--- config.mk ---
export PLATFORM = sky130hd
export DESIGN_NAME = alu4_slice_top
export DESIGN_NICKNAME = d
export VERILOG_FILES = /design/src/rtl/alu4_pkg.sv /design/src/rtl/alu4_opnd_sel.sv /design/src/rtl/alu4_full_add.sv /design/src/rtl/alu4_bit_slice.sv /design/src/rtl/alu4_slice_top.sv
export SDC_FILE = /design/constraint.sdc
export NUM_CORES = 1
export LEC_CHECK = 0
export BUFFER_PORTS_ARGS = -buffer_cell sky130_fd_sc_hd__buf_2
export CAP_MARGIN = 20
export CORE_MARGIN = 5
export CORE_UTILIZATION = 47
export CTS_CLUSTER_SIZE = 25
export DETAILED_ROUTE_END_ITERATION = 12
export PLACE_DENSITY_LB_ADDON = 0.15
export SYNTH_ARGS = -nofsm -noshare
export SYNTH_HDL_FRONTEND = slang
export SYNTH_SLANG_ARGS = --single-unit
--- constraint.sdc ---
create_clock -name clk -period 3.2 [get_ports clk]
set_input_delay 0.48 -clock clk [delete_from_list [all_inputs] [get_ports clk]]
set_output_delay 0.48 -clock clk [all_outputs]
set_load 0.05 [all_outputs]
--- src/rtl/alu4_pkg.sv ---
package alu4_pkg;

  typedef enum logic [2:0] {
    OP_ADD  = 3'b000,
    OP_SUB  = 3'b001,
    OP_INC  = 3'b010,
    OP_DEC  = 3'b011,
    OP_AND  = 3'b100,
    OP_OR   = 3'b101,
    OP_XOR  = 3'b110,
    OP_XNOR = 3'b111
  } alu_op_e;

  // Operand conditioning codes carried on op[1:0] for arithmetic opcodes
  localparam logic [1:0] SEL_PASS = 2'b00;
  localparam logic [1:0] SEL_INV  = 2'b01;
  localparam logic [1:0] SEL_ZERO = 2'b10;
  localparam logic [1:0] SEL_ONE  = 2'b11;

  function automatic logic op_is_logic(input logic [2:0] op);
    return op[2];
  endfunction

  // Carry seed: 1 for subtract and increment, 0 for add and decrement
  function automatic logic op_carry_seed(input logic [2:0] op);
    return (~op[2]) & (op[1] ^ op[0]);
  endfunction

endpackage

--- src/rtl/alu4_opnd_sel.sv ---
module alu4_opnd_sel
  import alu4_pkg::*;
(
  input  logic [1:0] sel,
  input  logic       b_in,
  output logic       b_out
);
  always_comb begin
    unique case (sel)
      SEL_PASS: b_out = b_in;
      SEL_INV:  b_out = ~b_in;
      SEL_ZERO: b_out = 1'b0;
      default:  b_out = 1'b1;
    endcase
  end
endmodule

--- src/rtl/alu4_full_add.sv ---
module alu4_full_add (
  input  logic x,
  input  logic y,
  input  logic ci,
  output logic s,
  output logic co
);
  logic p;
  assign p  = x ^ y;
  assign s  = p ^ ci;
  assign co = (x & y) | (p & ci);
endmodule

--- src/rtl/alu4_bit_slice.sv ---
module alu4_bit_slice (
  input  logic [2:0] op,
  input  logic       a,
  input  logic       b,
  input  logic       ci,
  output logic       res,
  output logic       co
);
  logic b_cond;
  logic sum;
  logic lg;

  alu4_opnd_sel u_sel (
    .sel   (op[1:0]),
    .b_in  (b),
    .b_out (b_cond)
  );

  alu4_full_add u_fa (
    .x  (a),
    .y  (b_cond),
    .ci (ci),
    .s  (sum),
    .co (co)
  );

  always_comb begin
    unique case (op[1:0])
      2'b00:   lg = a & b;
      2'b01:   lg = a | b;
      2'b10:   lg = a ^ b;
      default: lg = ~(a ^ b);
    endcase
  end

  assign res = op[2] ? lg : sum;
endmodule

--- src/rtl/alu4_slice_top.sv ---
module alu4_slice_top
  import alu4_pkg::*;
#(
  parameter int unsigned WIDTH   = 4,
  parameter bit          REG_OUT = 1'b1
) (
  input  logic             clk,
  input  logic             rst_n,
  input  logic             in_valid,
  output logic             in_ready,
  input  logic [2:0]       in_op,
  input  logic [WIDTH-1:0] in_a,
  input  logic [WIDTH-1:0] in_b,
  output logic             out_valid,
  input  logic             out_ready,
  output logic [WIDTH-1:0] out_res,
  output logic             out_carry
);
  localparam int unsigned NCARRY = WIDTH + 1;

  logic [NCARRY-1:0] carry;
  logic [WIDTH-1:0]  res_c;
  logic              carry_c;

  assign carry[0] = op_carry_seed(in_op);

  for (genvar i = 0; i < WIDTH; i++) begin : g_slice
    alu4_bit_slice u_slice (
      .op  (in_op),
      .a   (in_a[i]),
      .b   (in_b[i]),
      .ci  (carry[i]),
      .res (res_c[i]),
      .co  (carry[i+1])
    );
  end

  assign carry_c = op_is_logic(in_op) ? 1'b0 : carry[WIDTH];

  if (REG_OUT) begin : g_reg
    logic             vld_q;
    logic [WIDTH-1:0] res_q;
    logic             cy_q;
    logic             take;

    assign in_ready = ~vld_q | out_ready;
    assign take     = in_valid & in_ready;

    always_ff @(posedge clk or negedge rst_n) begin
      if (!rst_n) begin
        vld_q <= 1'b0;
        res_q <= '0;
        cy_q  <= 1'b0;
      end else begin
        if (in_ready) vld_q <= in_valid;
        if (take) begin
          res_q <= res_c;
          cy_q  <= carry_c;
        end
      end
    end

    assign out_valid = vld_q;
    assign out_res   = res_q;
    assign out_carry = cy_q;
  end else begin : g_comb
    assign in_ready  = out_ready;
    assign out_valid = in_valid;
    assign out_res   = res_c;
    assign out_carry = carry_c;
  end
endmodule

# Yosys cells after proc, flatten, opt, wreduce, memory -nomap -nowiden
# Index checks and enable logic that the tools add are counted.
[classes] n_mux=13 reduce_logical=1 n_eq_ne=2 bitwise=46
[op_table] op="$pmux 1 s3" count=8
[op_table] op="$and 1x1->1" count=14
[op_table] op="$xor 1x1->1" count=13
[op_table] op="$not 1->1" count=10
[op_table] op="$or 1x1->1" count=9
[op_table] op="$mux 1" count=5
[op_table] op="$eq 2x1->1 const B" count=1
[op_table] op="$eq 2x2->1 const B" count=1
[op_table] op="$logic_not 2->1" count=1
[totals] wordCells=65 out_inout_bits=7 register_bits=6 input_bits=15

# Longest topological paths before layout
[depth] depth_word=12 ltp_mapped=11 depth_no_buf=11

# By module
# A second synthesis with hierarchy kept.
[hier_totals] cells_unflattened=73 area_unflattened_um2=763.2
[by_module_without_submodules] mod="alu4_bit_slice" seq_area_each_um2=0.0 n_inst=4 cells_each=11 area_each_um2=71.3
[by_module_without_submodules] mod="alu4_slice_top" seq_area_each_um2=150.1 n_inst=1 cells_each=17 area_each_um2=277.8
[by_module_without_submodules] mod="alu4_opnd_sel" seq_area_each_um2=0.0 n_inst=4 cells_each=2 area_each_um2=30.0
[by_module_without_submodules] mod="alu4_full_add" seq_area_each_um2=0.0 n_inst=4 cells_each=1 area_each_um2=20.0

# Worst setup path before layout
# Ideal clock, no wire load.
[synth_path] path_type="input -> register" start="input port in_op[1]" end="register g_reg.res_q[3], in the netlist out_res[3]" stages=11 t_arrival_ns=3.043 required_ns=3.074 setup_slack_ns=0.031 path_cell_list="inv_1 > ha_1 > nor2b_1 > a211oi_1 > fa_1 > fa_1 > fa_1 > fa_1 > nor2_1 > and3_1 > a221o_1"
[synth_via] elab_chain_len=11 elab_cells_between_ends=25
[synth_lines] element="start: declaration" line="alu4_slice_top.sv:11" source="input logic [2:0] in_op,"
[synth_lines] element="$eq 2x2->1, or another cell as far along" line="alu4_opnd_sel.sv:9, alu4_bit_slice.sv:28"
[synth_lines] element="$pmux 1 s3" line="alu4_opnd_sel.sv:9" source="unique case (sel)"
[synth_lines] element="$xor 1x1->1" line="alu4_full_add.sv:9" source="assign p = x ^ y;"
[synth_lines] element="$and 1x1->1" line="alu4_full_add.sv:11" source="assign co = (x & y) | (p & ci);"
[synth_lines] element="$or 1x1->1" line="alu4_full_add.sv:11"
[synth_lines] element="$and 1x1->1" line="alu4_full_add.sv:11"
[synth_lines] element="$or 1x1->1" line="alu4_full_add.sv:11"
[synth_lines] element="$and 1x1->1" line="alu4_full_add.sv:11"
[synth_lines] element="$or 1x1->1" line="alu4_full_add.sv:11"
[synth_lines] element="$xor 1x1->1" line="alu4_full_add.sv:10" source="assign s = p ^ ci;"
[synth_lines] element="$mux 1 (*)" line="alu4_bit_slice.sv:36" source="assign res = op[2] ? lg : sum;"
[synth_lines] element="end signal: assignment" line="alu4_slice_top.sv:57" source="res_q <= res_c;"
[synth_lines] element="end: declaration" line="alu4_slice_top.sv:42" source="logic [WIDTH-1:0] res_q;"
# Every way passes the cells marked *; elsewhere a longest branch is shown, timed or not.
# A chain may end at the register's enable or synchronous reset.

# Worst setup path in the final report
# Ends and elaborated chain as after synthesis.

==> results.ini <==
[clock_tree]
postCtsHoldBufs = 0
cts_buffers = 3
clk_pin_slew_ns = 0.04
cts_resized = 0
cts_setup_buffers = 0
cts_root_buffer = clkbuf_4
cts_htree_levels = 1
cts_tree = built
cts_buffer_depth = 2
clock-sinks = 6
worstSkewPairLatency_ns = 0.24

[synth]
synthDominantCellAreaShare_pct = 20.62
muxShareOfSynthArea_pct = 1.546
synth_adder_area_share_pct = 31.62
postSynthAreaPerCell_um2 = 9.457
synthDistinctLibCells = 19
yosysSeqAreaShare_pct = 20.62
async_flop_share_pct = 100.0
synth_area_leaders = dfrtp_1 (21%), ha_1 (21%), fa_1 (11%)
synth_cells = 77
ys_warn_count = 0
synth_nets = 108
synth-xor-area-share_pct = 0
ys.flop_type = dfrtp_1
syn-cell-area_um2 = 728.2
synth.largest_area_cell = dfrtp_1
synth-edff-count = 0
synth_top_family_by_area = adder cells
synth_seq_cells = 6
yosys.area_share.simple_pct = 20.62
synth-compound-area-share_pct = 18.21

[worst_setup_path]
crit_chain = buf_2 -> inv_1 -> ha_1 -> nor2b_1 -> a211oi_1 -> fa_1 -> fa_1 -> fa_1 -> fa_1 -> nor2_1 -> and3_1 -> a221o_1
worst_path_most_repeated_cell = fa_1
cp.required_ns = 3.32
arrival_ns = 3.13
path_class = in2reg
end_kind = flop
cpPeakStageDelay_ns = 0.48
start_kind = input port
slowest_stage = fa_1
worstPathMaxFanout = 2

[power_and_ir_drop]
combPwrFrac_pct = 50.1
power_frac_seq_pct = 29.2
power_leakage_nw = 0.4782
clock_power_share_pct = 20.7
internal_power_uw = 191.6
ir_worst_vdd_v = 0.0002478
p_sw_share_pct = 42.56
p_per_area_nw_per_um2 = 371.9
p_total_uw = 333.6
net-switching-power_uw = 142.0

[route]
via_count = 654
drtAntennaViolNets = 0
dr.pass1.iters = 4
remaining_drc_errors = 0
avgViaCountPerCell = 5.450
wl_per_cell_um = 13.14
initialDrtViolationCount = 10
wl_mm = 1.577

[timing]
fmaxAchievable_mhz = 332.9
fin_tns_setup_ns = 0
final_hold_viol_count = 0
slew-limit-headroom_pct = 79.75
worst_slew_pin_slew_ns = 0.3019
postLayoutSetupSlackWorst_ns = 0.1958
period_share_pct = 93.88
fin_skew_ns = 0.001841
finalSetupViolations = 0
grt_setup_unrepaired = no
slew_viol_final = 0
layout_min_cycle_time_ns = 3.004

[cells_and_area]
antennaDiodeCount = 0
drive_gt1_share_pct = 32.69
nets = 137
layoutNonFillerInstCount = 120
finish.instance_area_um2 = 897.1
syn2layout_area_growth_pct = 23.20

[status]
outcome = completed

[grt]
gr-usage-all-layers_pct = 15.00
grt_pass1_vias = 670
grt.overflow.total = 0
grt_pass1_wl_mm = 2.898
grt_antenna_before_repair = 0
grt_max_degree = 12

[job]
cap_violations = 0

[place]
place_area_um2 = 874.6
dp.cells = 117
portBuffers = 21
pre_cts_ws_ns = -0.06671
dpl.hpwl_mm = 1.317
place_congestion = 0.7334

[floorplanning]
die_area_um2 = 2436
die_w_um = 49.36
core.rowCount = 14
die_y_um = 49.36
ios = 22
core_um2 = 1489
start_util_pct = 48.91

[min_path]
worstHoldPathType = in2async

## power groups by stage
stage          clock (mW)  combinational, mW  sequential, mW
5_1_grt            0.0786              0.184          0.0987
6_report           0.0692              0.167          0.0973
4_1_cts            0.0721              0.169          0.0972
2_1_floorplan           0             0.0697           0.148
3_3_place_gp            0              0.166          0.0982
3_5_place_dp            0              0.169          0.0984
## Yosys cell counts (4+ instances only)
library cell and n:
nor2b_1 4, a211oi_1 4, nand2b_1 6, ha_1 12
and3_1 4, nor2_1 5, inv_1 10, dfrtp_1 6
nand2_1 5, a221o_1 4, fa_1 4, a32oi_1 4
## path summary, 6_finish.rpt
| path | slack, ns | to | start | depth (start not counted) |
|---|---|---|---|---|
| setup / recovery | 0.20 | out_res[3] | in_op[1] | 12 |
| setup reg to reg | 2.04 | out_res[2] | out_valid | 3 |
| max in group asynchronous | 2.99 | out_res[2] | rst_n | 1 |
| hold / removal | 0.06 | out_res[1] | rst_n | 1 |
| min in group clk | 0.50 | out_res[1] | out_res[1] | 1 |
| hold reg to reg | 0.50 | out_res[1] | out_res[1] | 1 |
## layer usage
| metal | wire, µm | up-vias | part of all wire (%) | track usage, % |
|---|---|---|---|---|
| met2 | 785 | 15 | 50 | 23.82 |
| met5 | 0 | - | 0 | 0 |
| met3 | 67 | 2 | 4.2 | 4.893 |
| met1 | 700 | 314 | 44 | 19.07 |
| li1 | - | 323 | - | - |
| met4 | 23 | 0 | 1.5 | 4.484 |
## cells in the final DEF, fill, tap and decap left out
master	n
buf_2	21
ha_1	12
inv_1	10
nand2b_1	6
dfrtp_1	6
nand2_1	5
nor2_1	5
buf_4	5
nor2b_1	4
a211oi_1	4
a32oi_1	4
and3_1	4
a221o_1	4
fa_1	4
clkbuf_4	3
a21oi_2	2
a21oi_1	2
nand2b_4	1
and3_4	1
mux2_2	1
## kinds of logic after synthesis
kind of cell | count (synthesis)
adder cells (fa/ha/maj) | 16
flip-flops | 6
AO/OA/AOI/OAI | 16
multiplexers | 1
buffers and inverters | 12
AND/OR/NAND/NOR | 26
## sequential cells by signal, summed over array words and instances, names as in the netlist
signal / count
out_valid: 1
out_carry: 1
out_res: 4
## metrics by stage
step           utilization, %  hold WS (ns)
6_report                60.25       0.05586
5_1_grt                 60.25       0.04957
4_1_cts                 60.25       0.05121
3_5_place_dp            58.74        0.3126
3_3_place_gp            58.74        0.3107
2_1_floorplan               -        0.1844
## layout make-up
type | count | area, µm²
clock buffer | 3 | 22.52
fill | 137 | 591.8
inverter | 10 | 37.54
multi-input combinational | 59 | 524.3
sequential | 6 | 150.1
tap | 16 | 20.02
timing repair buffer | 26 | 142.6
## critical path: cells and delay by family
family | cells | cell delay (ns)
buffers and inverters | 2 | 0.16
adders and majority gates | 5 | 1.82
and+or+nand+nor | 3 | 0.33
AOI/OAI and AO/OA | 2 | 0.32
Power figures use the tool's default switching activity.
